### src/rtl/fm_regif_pkg.sv
package fm_regif_pkg;

    localparam int NUM_BANKS   = 2;
    localparam int NUM_CH      = 4;
    localparam int NUM_OPS     = 4;
    localparam int NUM_OPREGS  = 7;
    localparam int FNUM_W      = 11;
    localparam int BLK_W       = 3;
    localparam int CH_W        = $clog2(NUM_CH);
    localparam int OP_W        = $clog2(NUM_OPS);
    localparam int OPREG_W     = $clog2(NUM_OPREGS);

    typedef enum logic [1:0] {
        PORT_ADDR0 = 2'd0,
        PORT_DATA0 = 2'd1,
        PORT_ADDR1 = 2'd2,
        PORT_DATA1 = 2'd3
    } port_e;

    typedef enum logic [2:0] {
        TGT_NONE,
        TGT_OP,
        TGT_FLO,
        TGT_FHI,
        TGT_XLO,
        TGT_XHI,
        TGT_CHCFG,
        TGT_COMMON
    } tgt_e;

    typedef struct packed {
        tgt_e                tgt;
        logic [CH_W-1:0]     ch;
        logic [OP_W-1:0]     op;
        logic [OPREG_W-1:0]  idx;
    } dec_t;

    typedef struct packed {
        logic            valid;
        logic [CH_W-1:0] ch;
    } keysel_t;

    // Map a bank and latched address to its register target.
    function automatic dec_t decode_addr(input logic bank, input logic [7:0] a);
        dec_t d;
        d = '0;
        d.tgt = TGT_NONE;
        if (!bank && a == 8'h22) begin
            d.tgt = TGT_COMMON;
            d.idx = 3'd0;
        end else if (!bank && a == 8'h28) begin
            d.tgt = TGT_COMMON;
            d.idx = 3'd1;
        end else if (a[1:0] == 2'b01 || a[1:0] == 2'b10) begin
            d.ch = {bank, a[1]};
            d.op = a[3:2];
            if (a[7:4] >= 4'h3 && a[7:4] <= 4'h9) begin
                d.tgt = TGT_OP;
                d.idx = 3'(a[7:4] - 4'h3);
            end else if (a[7:4] == 4'hA) begin
                case (a[3:2])
                    2'd0:    d.tgt = TGT_FLO;
                    2'd1:    d.tgt = TGT_FHI;
                    2'd2:    d.tgt = TGT_XLO;
                    default: d.tgt = TGT_XHI;
                endcase
            end else if (a[7:4] == 4'hB && !a[3]) begin
                d.tgt = TGT_CHCFG;
                d.idx = {2'b00, a[2]};
            end
        end
        return d;
    endfunction

    // Channel code of the key register: 1,2 -> ch0,ch1; 5,6 -> ch2,ch3.
    function automatic keysel_t key_channel(input logic [2:0] code);
        keysel_t k;
        k.valid = (code[1:0] == 2'b01) || (code[1:0] == 2'b10);
        k.ch    = {code[2], code[1]};
        return k;
    endfunction

endpackage

### src/rtl/fm_bank_addr.sv
module fm_bank_addr (
    input  logic       clk,
    input  logic       rst,
    input  logic       addr_we,
    input  logic [7:0] wdata,
    output logic [7:0] addr_q
);
    always_ff @(posedge clk) begin
        if (rst)          addr_q <= '0;
        else if (addr_we) addr_q <= wdata;
    end

    // the latch holds between address writes
    assert_addr_hold_R1: assert property (@(posedge clk) disable iff (rst)
        !addr_we |=> $stable(addr_q));
endmodule

### src/rtl/fm_freq_stage.sv
module fm_freq_stage #(
    parameter int FNUM_W = 11,
    parameter int BLK_W  = 3
) (
    input  logic              clk,
    input  logic              rst,
    input  logic              hi_we,
    input  logic              lo_we,
    input  logic [7:0]        wdata,
    output logic [FNUM_W-1:0] fnum,
    output logic [BLK_W-1:0]  blk
);
    localparam int HI_FN_W = FNUM_W - 8;
    localparam int HI_W    = HI_FN_W + BLK_W;

    logic [HI_W-1:0] stage_q;

    always_ff @(posedge clk) begin
        if (rst) begin
            stage_q <= '0;
            fnum    <= '0;
            blk     <= '0;
        end else begin
            if (hi_we) stage_q <= wdata[HI_W-1:0];
            if (lo_we) begin
                fnum <= {stage_q[HI_FN_W-1:0], wdata};
                blk  <= stage_q[HI_W-1:HI_FN_W];
            end
        end
    end

    // active pitch moves only on a low-byte write
    assert_pitch_hold_R4: assert property (@(posedge clk) disable iff (rst)
        !lo_we |=> ($stable(fnum) && $stable(blk)));
endmodule

### src/rtl/fm_busy_timer.sv
module fm_busy_timer #(
    parameter int CYCLES = 4
) (
    input  logic clk,
    input  logic rst,
    input  logic load,
    output logic busy
);
    localparam int CW = $clog2(CYCLES + 1);

    logic [CW-1:0] cnt_q;

    always_ff @(posedge clk) begin
        if (rst)              cnt_q <= '0;
        else if (load)        cnt_q <= CW'(CYCLES);
        else if (cnt_q != '0) cnt_q <= cnt_q - 1'b1;
    end

    assign busy = (cnt_q != '0);

    // a data write raises busy on the next cycle
    assert_busy_after_write_R8: assert property (@(posedge clk) disable iff (rst)
        load |=> busy);
    // the count never exceeds its window
    assert_busy_bound_R8: assert property (@(posedge clk) disable iff (rst)
        cnt_q <= CW'(CYCLES));
endmodule

### src/rtl/fm_regif.sv
module fm_regif
    import fm_regif_pkg::*;
#(
    parameter int BUSY_CYCLES = 4
) (
    input  logic                                           clk,
    input  logic                                           rst,
    input  logic                                           bus_wr,
    input  logic [1:0]                                     bus_port,
    input  logic [7:0]                                     bus_wdata,
    output logic [7:0]                                     bus_rdata,
    input  logic [1:0]                                     timer_flags,
    input  logic [7:0]                                     ssg_rdata,
    input  logic [6:0]                                     adpcm_end,
    output logic                                           busy,
    output logic [NUM_CH-1:0][FNUM_W-1:0]                  fnum,
    output logic [NUM_CH-1:0][BLK_W-1:0]                   block,
    output logic [NUM_CH-1:0][FNUM_W-1:0]                  xfnum,
    output logic [NUM_CH-1:0][BLK_W-1:0]                   xblock,
    output logic [NUM_CH-1:0][NUM_OPS-1:0]                 key_on,
    output logic                                           lfo_enable,
    output logic [2:0]                                     lfo_rate,
    output logic [NUM_CH-1:0][1:0][7:0]                    ch_cfg,
    output logic [NUM_CH-1:0][NUM_OPS-1:0][NUM_OPREGS-1:0][7:0] op_cfg
);
    logic [NUM_BANKS-1:0][7:0] addr_q;
    logic [NUM_BANKS-1:0]      data_we;
    dec_t [NUM_BANKS-1:0]      dec;
    dec_t                      act;
    logic                      wr_any;
    keysel_t                   ksel;
    logic [3:0]                lfo_q;

    // Per-bank address latches and decoders
    for (genvar b = 0; b < NUM_BANKS; b++) begin : g_bank
        fm_bank_addr u_addr (
            .clk     (clk),
            .rst     (rst),
            .addr_we (bus_wr && bus_port == {1'(b), 1'b0}),
            .wdata   (bus_wdata),
            .addr_q  (addr_q[b])
        );
        assign data_we[b] = bus_wr && (bus_port == {1'(b), 1'b1});
        assign dec[b]     = decode_addr(1'(b), addr_q[b]);
    end

    assign wr_any = |data_we;
    assign act    = data_we[1] ? dec[1] : dec[0];
    assign ksel   = key_channel(bus_wdata[2:0]);

    // Staged frequency pairs, main and extra slot, per channel
    for (genvar c = 0; c < NUM_CH; c++) begin : g_ch
        fm_freq_stage #(.FNUM_W(FNUM_W), .BLK_W(BLK_W)) u_main (
            .clk   (clk),
            .rst   (rst),
            .hi_we (wr_any && act.tgt == TGT_FHI && act.ch == CH_W'(c)),
            .lo_we (wr_any && act.tgt == TGT_FLO && act.ch == CH_W'(c)),
            .wdata (bus_wdata),
            .fnum  (fnum[c]),
            .blk   (block[c])
        );
        fm_freq_stage #(.FNUM_W(FNUM_W), .BLK_W(BLK_W)) u_extra (
            .clk   (clk),
            .rst   (rst),
            .hi_we (wr_any && act.tgt == TGT_XHI && act.ch == CH_W'(c)),
            .lo_we (wr_any && act.tgt == TGT_XLO && act.ch == CH_W'(c)),
            .wdata (bus_wdata),
            .fnum  (xfnum[c]),
            .blk   (xblock[c])
        );
    end

    // Shadow register file
    always_ff @(posedge clk) begin
        if (rst) begin
            op_cfg <= '0;
            ch_cfg <= '0;
            key_on <= '0;
            lfo_q  <= '0;
        end else if (wr_any) begin
            case (act.tgt)
                TGT_OP:    op_cfg[act.ch][act.op][act.idx] <= bus_wdata;
                TGT_CHCFG: ch_cfg[act.ch][act.idx[0]] <= bus_wdata;
                TGT_COMMON: begin
                    if (act.idx[0]) begin
                        if (ksel.valid) key_on[ksel.ch] <= bus_wdata[7:4];
                    end else begin
                        lfo_q <= bus_wdata[3:0];
                    end
                end
                default: ;
            endcase
        end
    end

    assign lfo_enable = lfo_q[3];
    assign lfo_rate   = lfo_q[2:0];

    fm_busy_timer #(.CYCLES(BUSY_CYCLES)) u_busy (
        .clk  (clk),
        .rst  (rst),
        .load (wr_any),
        .busy (busy)
    );

    // Read map
    always_comb begin
        case (port_e'(bus_port))
            PORT_ADDR0: bus_rdata = {busy, 5'b0, timer_flags[1], timer_flags[0]};
            PORT_DATA0: bus_rdata = ssg_rdata;
            PORT_ADDR1: bus_rdata = {adpcm_end[6], 1'b0, adpcm_end[5:0]};
            default:    bus_rdata = 8'h00;
        endcase
    end

    // key state moves only on a data write
    assert_key_hold_R6: assert property (@(posedge clk) disable iff (rst)
        !wr_any |=> $stable(key_on));
    // oscillator controls move only on a bank 0 data write
    assert_lfo_hold_R7: assert property (@(posedge clk) disable iff (rst)
        !data_we[0] |=> ($stable(lfo_enable) && $stable(lfo_rate)));
    // bank 1 never reaches the key register
    assert_bank1_no_key_R10: assert property (@(posedge clk) disable iff (rst)
        (data_we[1] && !data_we[0]) |=> $stable(key_on));
endmodule

### config.mk
export PLATFORM = sky130hd
export DESIGN_NAME = fm_regif
export DESIGN_NICKNAME = d
export VERILOG_FILES = /design/src/rtl/fm_regif_pkg.sv /design/src/rtl/fm_bank_addr.sv /design/src/rtl/fm_freq_stage.sv /design/src/rtl/fm_busy_timer.sv /design/src/rtl/fm_regif.sv
export SDC_FILE = /design/constraint.sdc
export NUM_CORES = 2
export LEC_CHECK = 0
export BUFFER_PORTS_ARGS = -buffer_cell sky130_fd_sc_hd__buf_2
export CAP_MARGIN = 20
export CORE_AREA = 4 4 442 444
export DETAILED_ROUTE_END_ITERATION = 7
export DIE_AREA = 0 0 446 448
export SKIP_LAST_GASP = 1
export SYNTH_ARGS = -nofsm -noshare
export SYNTH_HDL_FRONTEND = slang
export SYNTH_HIERARCHICAL = 1
export SYNTH_SLANG_ARGS = --single-unit
### constraint.sdc
create_clock -name clk -period 4.1 [get_ports clk]
set_input_delay 0.41 -clock clk [delete_from_list [all_inputs] [get_ports clk]]
set_output_delay 0.41 -clock clk [all_outputs]
set_load 0.05 [all_outputs]
Yosys cells after proc, flatten, opt, wreduce, memory -nomap -nowiden
Index checks and enable logic that the tools add are counted.
W data, S select, Z words.
{"block": "totals", "out_inout_bits": 1101, "word_cells": 291, "in_bits": 30, "reg_bits": 1159}
{"block": "classes", "n_mux": 41, "n_eq_ne": 29, "bitwise_logic": 1, "n_reduce_logical": 50, "n_lt_le_gt_ge": 14, "n_addsub": 3}
{"cell": "$bwmux W896", "n": 1}
{"cell": "$demux W224 S2", "n": 1}
{"cell": "$mux W224", "n": 1}
{"cell": "$demux W56 S2", "n": 1}
{"cell": "$bwmux W64", "n": 1}
{"cell": "$mux W56", "n": 1}
{"cell": "$mux W3", "n": 14}
{"cell": "$logic_and A1 B1 Y1", "n": 33}
{"cell": "$demux W16 S2", "n": 1}
{"cell": "$mux W10", "n": 3}
{"cell": "$demux W8 S3", "n": 1}
{"cell": "$pmux W8 S3", "n": 1}
{"cell": "$eq A2 B2 Y1 const B", "n": 9}
{"cell": "$pmux W3 S3", "n": 2}
{"cell": "$bwmux W16", "n": 1}
{"cell": "$eq A4 B4 Y1 const B", "n": 4}
{"cell": "$eq A8 B6 Y1 const B", "n": 2}
{"cell": "$mux W16", "n": 1}
{"cell": "$mux W8", "n": 2}
{"cell": "$eq A2 B1 Y1 const B", "n": 7}
{"cell": "$eq A3 B3 Y1 const B", "n": 4}
{"cell": "$mux W4", "n": 3}
{"cell": "$lt A2 B3 Y1 const B", "n": 3}
{"cell": "$demux W4 S2", "n": 1}
{"cell": "other kinds (24)", "n": 40}

Logic depth before layout (Yosys ltp)
{"block": "depth", "depth_word": 18, "ltp_mapped": 14, "depth_no_buf": 10}

Modules after synthesis
The synthesis kept the hierarchy.
{"module": "fm_regif", "instances": 1, "cells_each": 3579, "area_each_um2": 37738.7, "seq_area_each_um2": 19618.8}
{"module": "fm_freq_stage", "instances": 8, "cells_each": 65, "area_each_um2": 719.4, "seq_area_each_um2": 400.4}
{"module": "fm_bank_addr", "instances": 2, "cells_each": 26, "area_each_um2": 285.3, "seq_area_each_um2": 160.2}
{"module": "fm_busy_timer", "instances": 1, "cells_each": 18, "area_each_um2": 170.2, "seq_area_each_um2": 60.1}

Worst setup path after synthesis
OpenSTA, ideal clock, no wires.
{"block": "synth_path", "path_type": "reg-to-reg", "start": "register g_bank[1].u_addr.addr_q[0]", "end": "register op_cfg[716] (netlist bit)", "t_required_ns": 3.968, "synth_period_minus_slack_ns": 3.041, "n_path_buf": 3, "setup_ns": 0.132, "stages_incl_launch_ff": 12, "arrival_time_ns": 2.909, "path_slack_ns": 1.059, "path_cell_list": "dfxtp_1 inv_1 ha_1 and4b_1 buf_2 buf_4 nand2_1 a2111oi_4 and2_1 buf_2 nand2_1 mux2i_1"}
{"block": "synth_via", "elab_chain_cells": 13, "word_cells_on_any_way": 23, "cone_classes": "order compare: 6; eq/ne: 3; mux: 9; reduce/logical: 5"}
{"item": "start: declaration", "line": "fm_bank_addr.sv:6", "rtl": "output logic [7:0] addr_q"}
{"item": "start signal: assignment", "line": "fm_bank_addr.sv:10", "rtl": "else if (addr_we) addr_q <= wdata;"}
{"item": "$eq A2 B1 Y1 / $eq A2 B2 Y1 (equally long branches)", "line": "fm_regif_pkg.sv:54", "rtl": "end else if (a[1:0] == 2'b01 || a[1:0] == 2'b10) begin"}
{"item": "$logic_or A1 B1 Y1 (*)", "line": "fm_regif_pkg.sv:54"}
{"item": "$mux W10 (*)", "line": "fm_regif_pkg.sv:54"}
{"item": "$mux W10 (*)", "line": "fm_regif.sv:48", "rtl": "assign act = data_we[1] ? dec[1] : dec[0];"}
{"item": "$lt A3 B4 Y1 (implied by the code) / $ge A3 B1 Y1 (equally long branches)", "line": "fm_regif.sv:82", "rtl": "TGT_OP: op_cfg[act.ch][act.op][act.idx] <= bus_wdata;"}
{"item": "$logic_and A1 B1 Y1 (implied by the code)", "line": "fm_regif.sv:82"}
{"item": "$mux W8 (implied by the code)", "line": "fm_regif.sv:82"}
{"item": "$demux W8 S3", "line": "fm_regif.sv:82"}
{"item": "$mux W56 (implied by the code)", "line": "fm_regif.sv:82"}
{"item": "$demux W56 S2", "line": "fm_regif.sv:82"}
{"item": "$mux W224 (implied by the code)", "line": "fm_regif.sv:82"}
{"item": "$demux W224 S2", "line": "fm_regif.sv:82"}
{"item": "$bwmux W896", "line": "fm_regif.sv:82"}
{"item": "end signal: indexed assignment", "line": "fm_regif.sv:82"}
{"item": "end: declaration", "line": "fm_regif.sv:24", "rtl": "output logic [NUM_CH-1:0][NUM_OPS-1:0][NUM_OPREGS-1:0][7:0] op_cfg"}
Every way passes the cells marked *; elsewhere a longest branch is shown, timed or not.
A chain may end at the register's enable or synchronous reset.

Worst setup path in the final report
{"block": "layout_path", "start": "register g_bank[0].u_addr.addr_q[4]", "end": "register op_cfg[85] (netlist bit)"}
{"block": "layout_via", "elab_chain_cells": 18, "word_cells_on_any_way": 41, "cone_classes": "add/sub: 1; order compare: 8; eq/ne: 5; mux: 21; reduce/logical: 6"}
{"item": "start: declaration", "line": "fm_bank_addr.sv:6"}
{"item": "start signal: assignment", "line": "fm_bank_addr.sv:10"}
{"item": "$eq A4 B4 Y1", "line": "fm_regif_pkg.sv:67", "rtl": "end else if (a[7:4] == 4'hB && !a[3]) begin"}
{"item": "$logic_and A1 B1 Y1", "line": "fm_regif_pkg.sv:67"}
{"item": "$mux W1", "line": "fm_regif_pkg.sv:67"}
{"item": "$mux W1", "line": "fm_regif_pkg.sv:60", "rtl": "end else if (a[7:4] == 4'hA) begin"}
{"item": "$mux W3", "line": "fm_regif_pkg.sv:57", "rtl": "if (a[7:4] >= 4'h3 && a[7:4] <= 4'h9) begin"}
{"item": "$mux W10", "line": "fm_regif_pkg.sv:54"}
{"item": "$mux W3", "line": "fm_regif_pkg.sv:51", "rtl": "end else if (!bank && a == 8'h28) begin"}
{"item": "$mux W3", "line": "fm_regif_pkg.sv:48", "rtl": "if (!bank && a == 8'h22) begin"}
{"item": "(+2 left out)"}
{"item": "$logic_and A1 B1 Y1 (implied by the code)", "line": "fm_regif.sv:82"}
{"item": "$mux W8 (implied by the code)", "line": "fm_regif.sv:82"}
{"item": "$demux W8 S3", "line": "fm_regif.sv:82"}
{"item": "$mux W56 (implied by the code)", "line": "fm_regif.sv:82"}
{"item": "$demux W56 S2", "line": "fm_regif.sv:82"}
{"item": "$mux W224 (implied by the code)", "line": "fm_regif.sv:82"}
{"item": "$demux W224 S2", "line": "fm_regif.sv:82"}
{"item": "$bwmux W896", "line": "fm_regif.sv:82"}
Marks and branches as above.

==> flow_summary.yaml <==
run_status:
  status: "finished, final reports clean"
setup_path:
  slowest_stage: "a2111oi_2"
  cp_slowest_stage_delay_ns: 1.05
  r2r.worst_path.cells: 10
  critPathMaxFanout: 16
  r2r_slack_ns: 0.23
  end_kind: "register"
  worstReg2RegEnd: "op_cfg[85]"
  cp.required_ns: 4.71
  r2r-start: "g_bank[0].u_addr/addr_q[4]"
  start_kind: "register"
  critical_path_class: "register to register"
  crit_family: "compound AO/OA/AOI/OAI gates"
  path_buf_inv: 2
  cp_cell_sequence: "inv_1 -> ha_1 -> or4b_1 -> o2111ai_2 -> nand3_2 -> a2111oi_2 -> nand4_1 -> buf_4 -> nand3b_1 -> o21ai_0"
  cp.arrival_ns: 4.48
yosys:
  synth_top_area_frac: 0.525
  synthTopCellsByArea: "dfxtp_1 52%, mux2i_1 21%, nor2_1 5.2%"
  synth-async-reset-ratio: 0
  ys_seq_area_frac: 0.525
  synthAdderAreaFrac: 0.00396
  synth_nets: 4213
  ys_warn_count: 6
  yosys.area_share.simple: 0.181
  synthXorXnorAreaFrac: 0.000594
  synth-main-ff-cell: "dfxtp_1"
  syn_inst: 4169
  yosysTopAreaCell: "dfxtp_1"
  ys_ff_latch: 1159
  synth_top_family_by_area: "multiplexers"
  synth_compound_area_frac: 0.0393
  syn-cell-area_um2: 44200
  synth.avg_cell_area_um2: 10.6
  synth_cell_types: 74
  synthMuxAreaShare: 0.212
  synth_edf_count: 0
route:
  drtIter0Drc: 2205
  dr_total_vias: 34900
  postRouteAntennaNets: 0
  dr.pass1.iters: 6
  via_per_inst: 4.43
  route.detailed.drc: 0
  wl_per_cell_um: 22.7
  wl_um: 179000
die:
  top_level_ports: 1131
  die_area_um2: 200000
  fp.dieW_um: 446
  core_um2: 192000
  rows: 161
  start_util: 0.231
  die_h_um: 448
timing:
  tightestPinTransition_ns: 1.13
  clock.fmax_mhz: 259
  setup_tns_ns: 0
  final_max_slew_viol_count: 0
  final-setup-viol-count: 0
  hold_viol_final: 0
  period_share: 0.943
  finClkSkew_ns: 0.0243
  min_period_ns: 3.87
  relSlewSlack: 0.246
  rsz0062_at_grt: "false"
global_routing:
  grt_start_max_net_pins: 196
  grtUsageTotal: 0.170
  grt_pass1_wl_um: 248000
  gr-total-overflow: 0
  antenna_found_initial: 2
  grt_pass1_vias: 34100
power:
  power_switching_mw: 5.64
  powerDensity_nw_per_um2: 416
  p_leak_nw: 26.9
  p_int_mw: 18.3
  ir_drop_mv: 0.321
  p_clk_frac: 0.490
  total_power_mw: 23.9
  pwr-share-comb: 0.038
  p_seq_frac: 0.472
  netSwitchingFraction: 0.236
layout:
  nets: 5301
  final_common_cell: "dfxtp_1"
  final_cell_area_um2: 57400
  drive_above_1_share: 0.303
  mostFrequentLayoutCells: "1159 x dfxtp_1, 1121 x buf_2, 935 x mux2i_1, 607 x nor2_1, 349 x nand2b_1"
  area_growth_pct: 29.9
  nFillCells: 19900
min_path:
  hold_class: "input pin to register"
  min_to: "g_ch[0].u_extra/stage_q[4]"
  min_from: "bus_wdata[4]"
  hold_depth: 3
run:
  drv_cap: 0
clocking:
  cts.sinks: 1159
  cts_buffer_depth: 3
  cts_root_buf: "clkbuf_16"
  cts_tree: "built"
  htreeDepth: 4
  clk_pin_slew_ns: 0.06
  cts_buffers: 131
  clock_latency_ns: 0.80
place:
  hpwl_um: 126000
  place_congestion: 0.815
  io_buffers: 1130
  postPlaceCellArea_um2: 53100
power by group through the flow:
stage               clock [mW]  sequential [mW]  combinational (mW)
detailed placement           0             11.5               0.919
floorplan                    0             11.5               0.540
finish                    11.7             11.3               0.902
global placement             0             11.5               0.912
global route              12.5             11.3               0.959
CTS                       12.0             11.3               0.926
area by class of cell:
| type | instances | area, um^2 | area share |
|---|---|---|---|
| well taps | 2526 | 3160 | 0.0550 |
| inverters | 15 | 56.3 | 0.000980 |
| multi-input cells | 2646 | 19500 | 0.340 |
| diodes | 3 | 7.51 | 0.000131 |
| clock inverters | 45 | 604 | 0.0105 |
| flip-flops and latches | 1159 | 23200 | 0.404 |
| clock buffers | 186 | 3660 | 0.0638 |
| repair buffers | 1304 | 7210 | 0.126 |
worst max-delay path by stage:
stage	startpoint	cells past startpoint	to	slack [ns]
finish	g_bank[0].u_addr/addr_q[4]	10	op_cfg[85]	0.23
global route	g_bank[0].u_addr/addr_q[4]	10	op_cfg[835]	0.01
CTS	g_bank[0].u_addr/addr_q[4]	9	op_cfg[293]	0.02
detailed placement	g_bank[0].u_addr/addr_q[4]	9	op_cfg[293]	0.04
global placement	g_bank[0].u_addr/addr_q[4]	9	op_cfg[290]	0.09
floorplan	g_bank[1].u_addr/addr_q[0]	11	op_cfg[716]	1.06
routing by layer:
layer  vias up  global-route usage  share of wire
li1      16300                   -              -
met1     17100               0.196           0.40
met2      1147               0.298           0.50
met3       314              0.0402          0.059
met4         0              0.0732          0.045
met5         -                   0              0
flip-flops by register name, indices dropped and copies added (netlist names), 16 cells and up:
| name | cells |
|---|---|
| g_ch.u_extra/fnum | 44 |
| g_ch.u_main/stage_q | 24 |
| g_bank.u_addr/addr_q | 16 |
| g_ch.u_extra/stage_q | 24 |
| op_cfg | 896 |
| ch_cfg | 64 |
| key_on | 16 |
| g_ch.u_main/fnum | 44 |
cells by family (layout without fill, tap and decap cells):
family	after synthesis	count (layout)
mux	937	937
xor+xnor	3	3
fa+ha+maj	14	14
other cells	0	3
flops	1159	1159
buf+inv	364	1550
simple gates	1402	1402
compound gates	290	290
worst reg2reg max path: stages, from the launching register on:
cell	delay, ns
dfxtp_1	0.35
inv_1	0.09
ha_1	0.25
or4b_1	0.64
o2111ai_2	0.32
nand3_2	0.31
a2111oi_2	1.05
nand4_1	0.21
buf_4	0.27
nand3b_1	0.12
o21ai_0	0.08
synthesized netlist by cell type (4+ instances only):
cell,n
nor3b_1,4
nand4_1,29
o221ai_1,4
o21ai_0,237
and3_1,8
a211oi_1,4
nand3_4,9
buf_12,8
nor4b_1,5
nor3_4,9
mux2i_1,935
or3_1,4
nor2b_1,7
nand3_1,16
nor3_2,8
dfxtp_1,1159
buf_6,14
clkbuf_1,259
nand4_2,10
nand2_1,28
a211o_1,4
buf_2,39
nor2_1,616
a22o_1,5
and2_1,9
nand2_2,14
nand2b_1,357
buf_4,8
inv_1,14
nand3b_1,228
ha_1,14
buf_1,20
nor4_4,15
nand3_2,8
metrics by stage:
step           std cells  hold slack (ns)  utilization  setup slack, ns
3_3_place_gp        7645            0.458        0.277           0.0874
4_1_cts             7881           0.0485        0.300           0.0246
6_report            7884            0.128        0.300            0.232
2_1_floorplan       4169            0.460            -             1.06
5_1_grt             7882           0.0774        0.300          0.00957
3_5_place_dp        7648            0.458        0.277           0.0414
timing repair:
item	CTS	global route
buffers inserted	0	0
resized for setup	0	3
hold buffers	2	0
hold endpoints to repair	33	0
endpoints found under the setup margin	0	52
No activity file was read; power rests on OpenSTA's default activity.
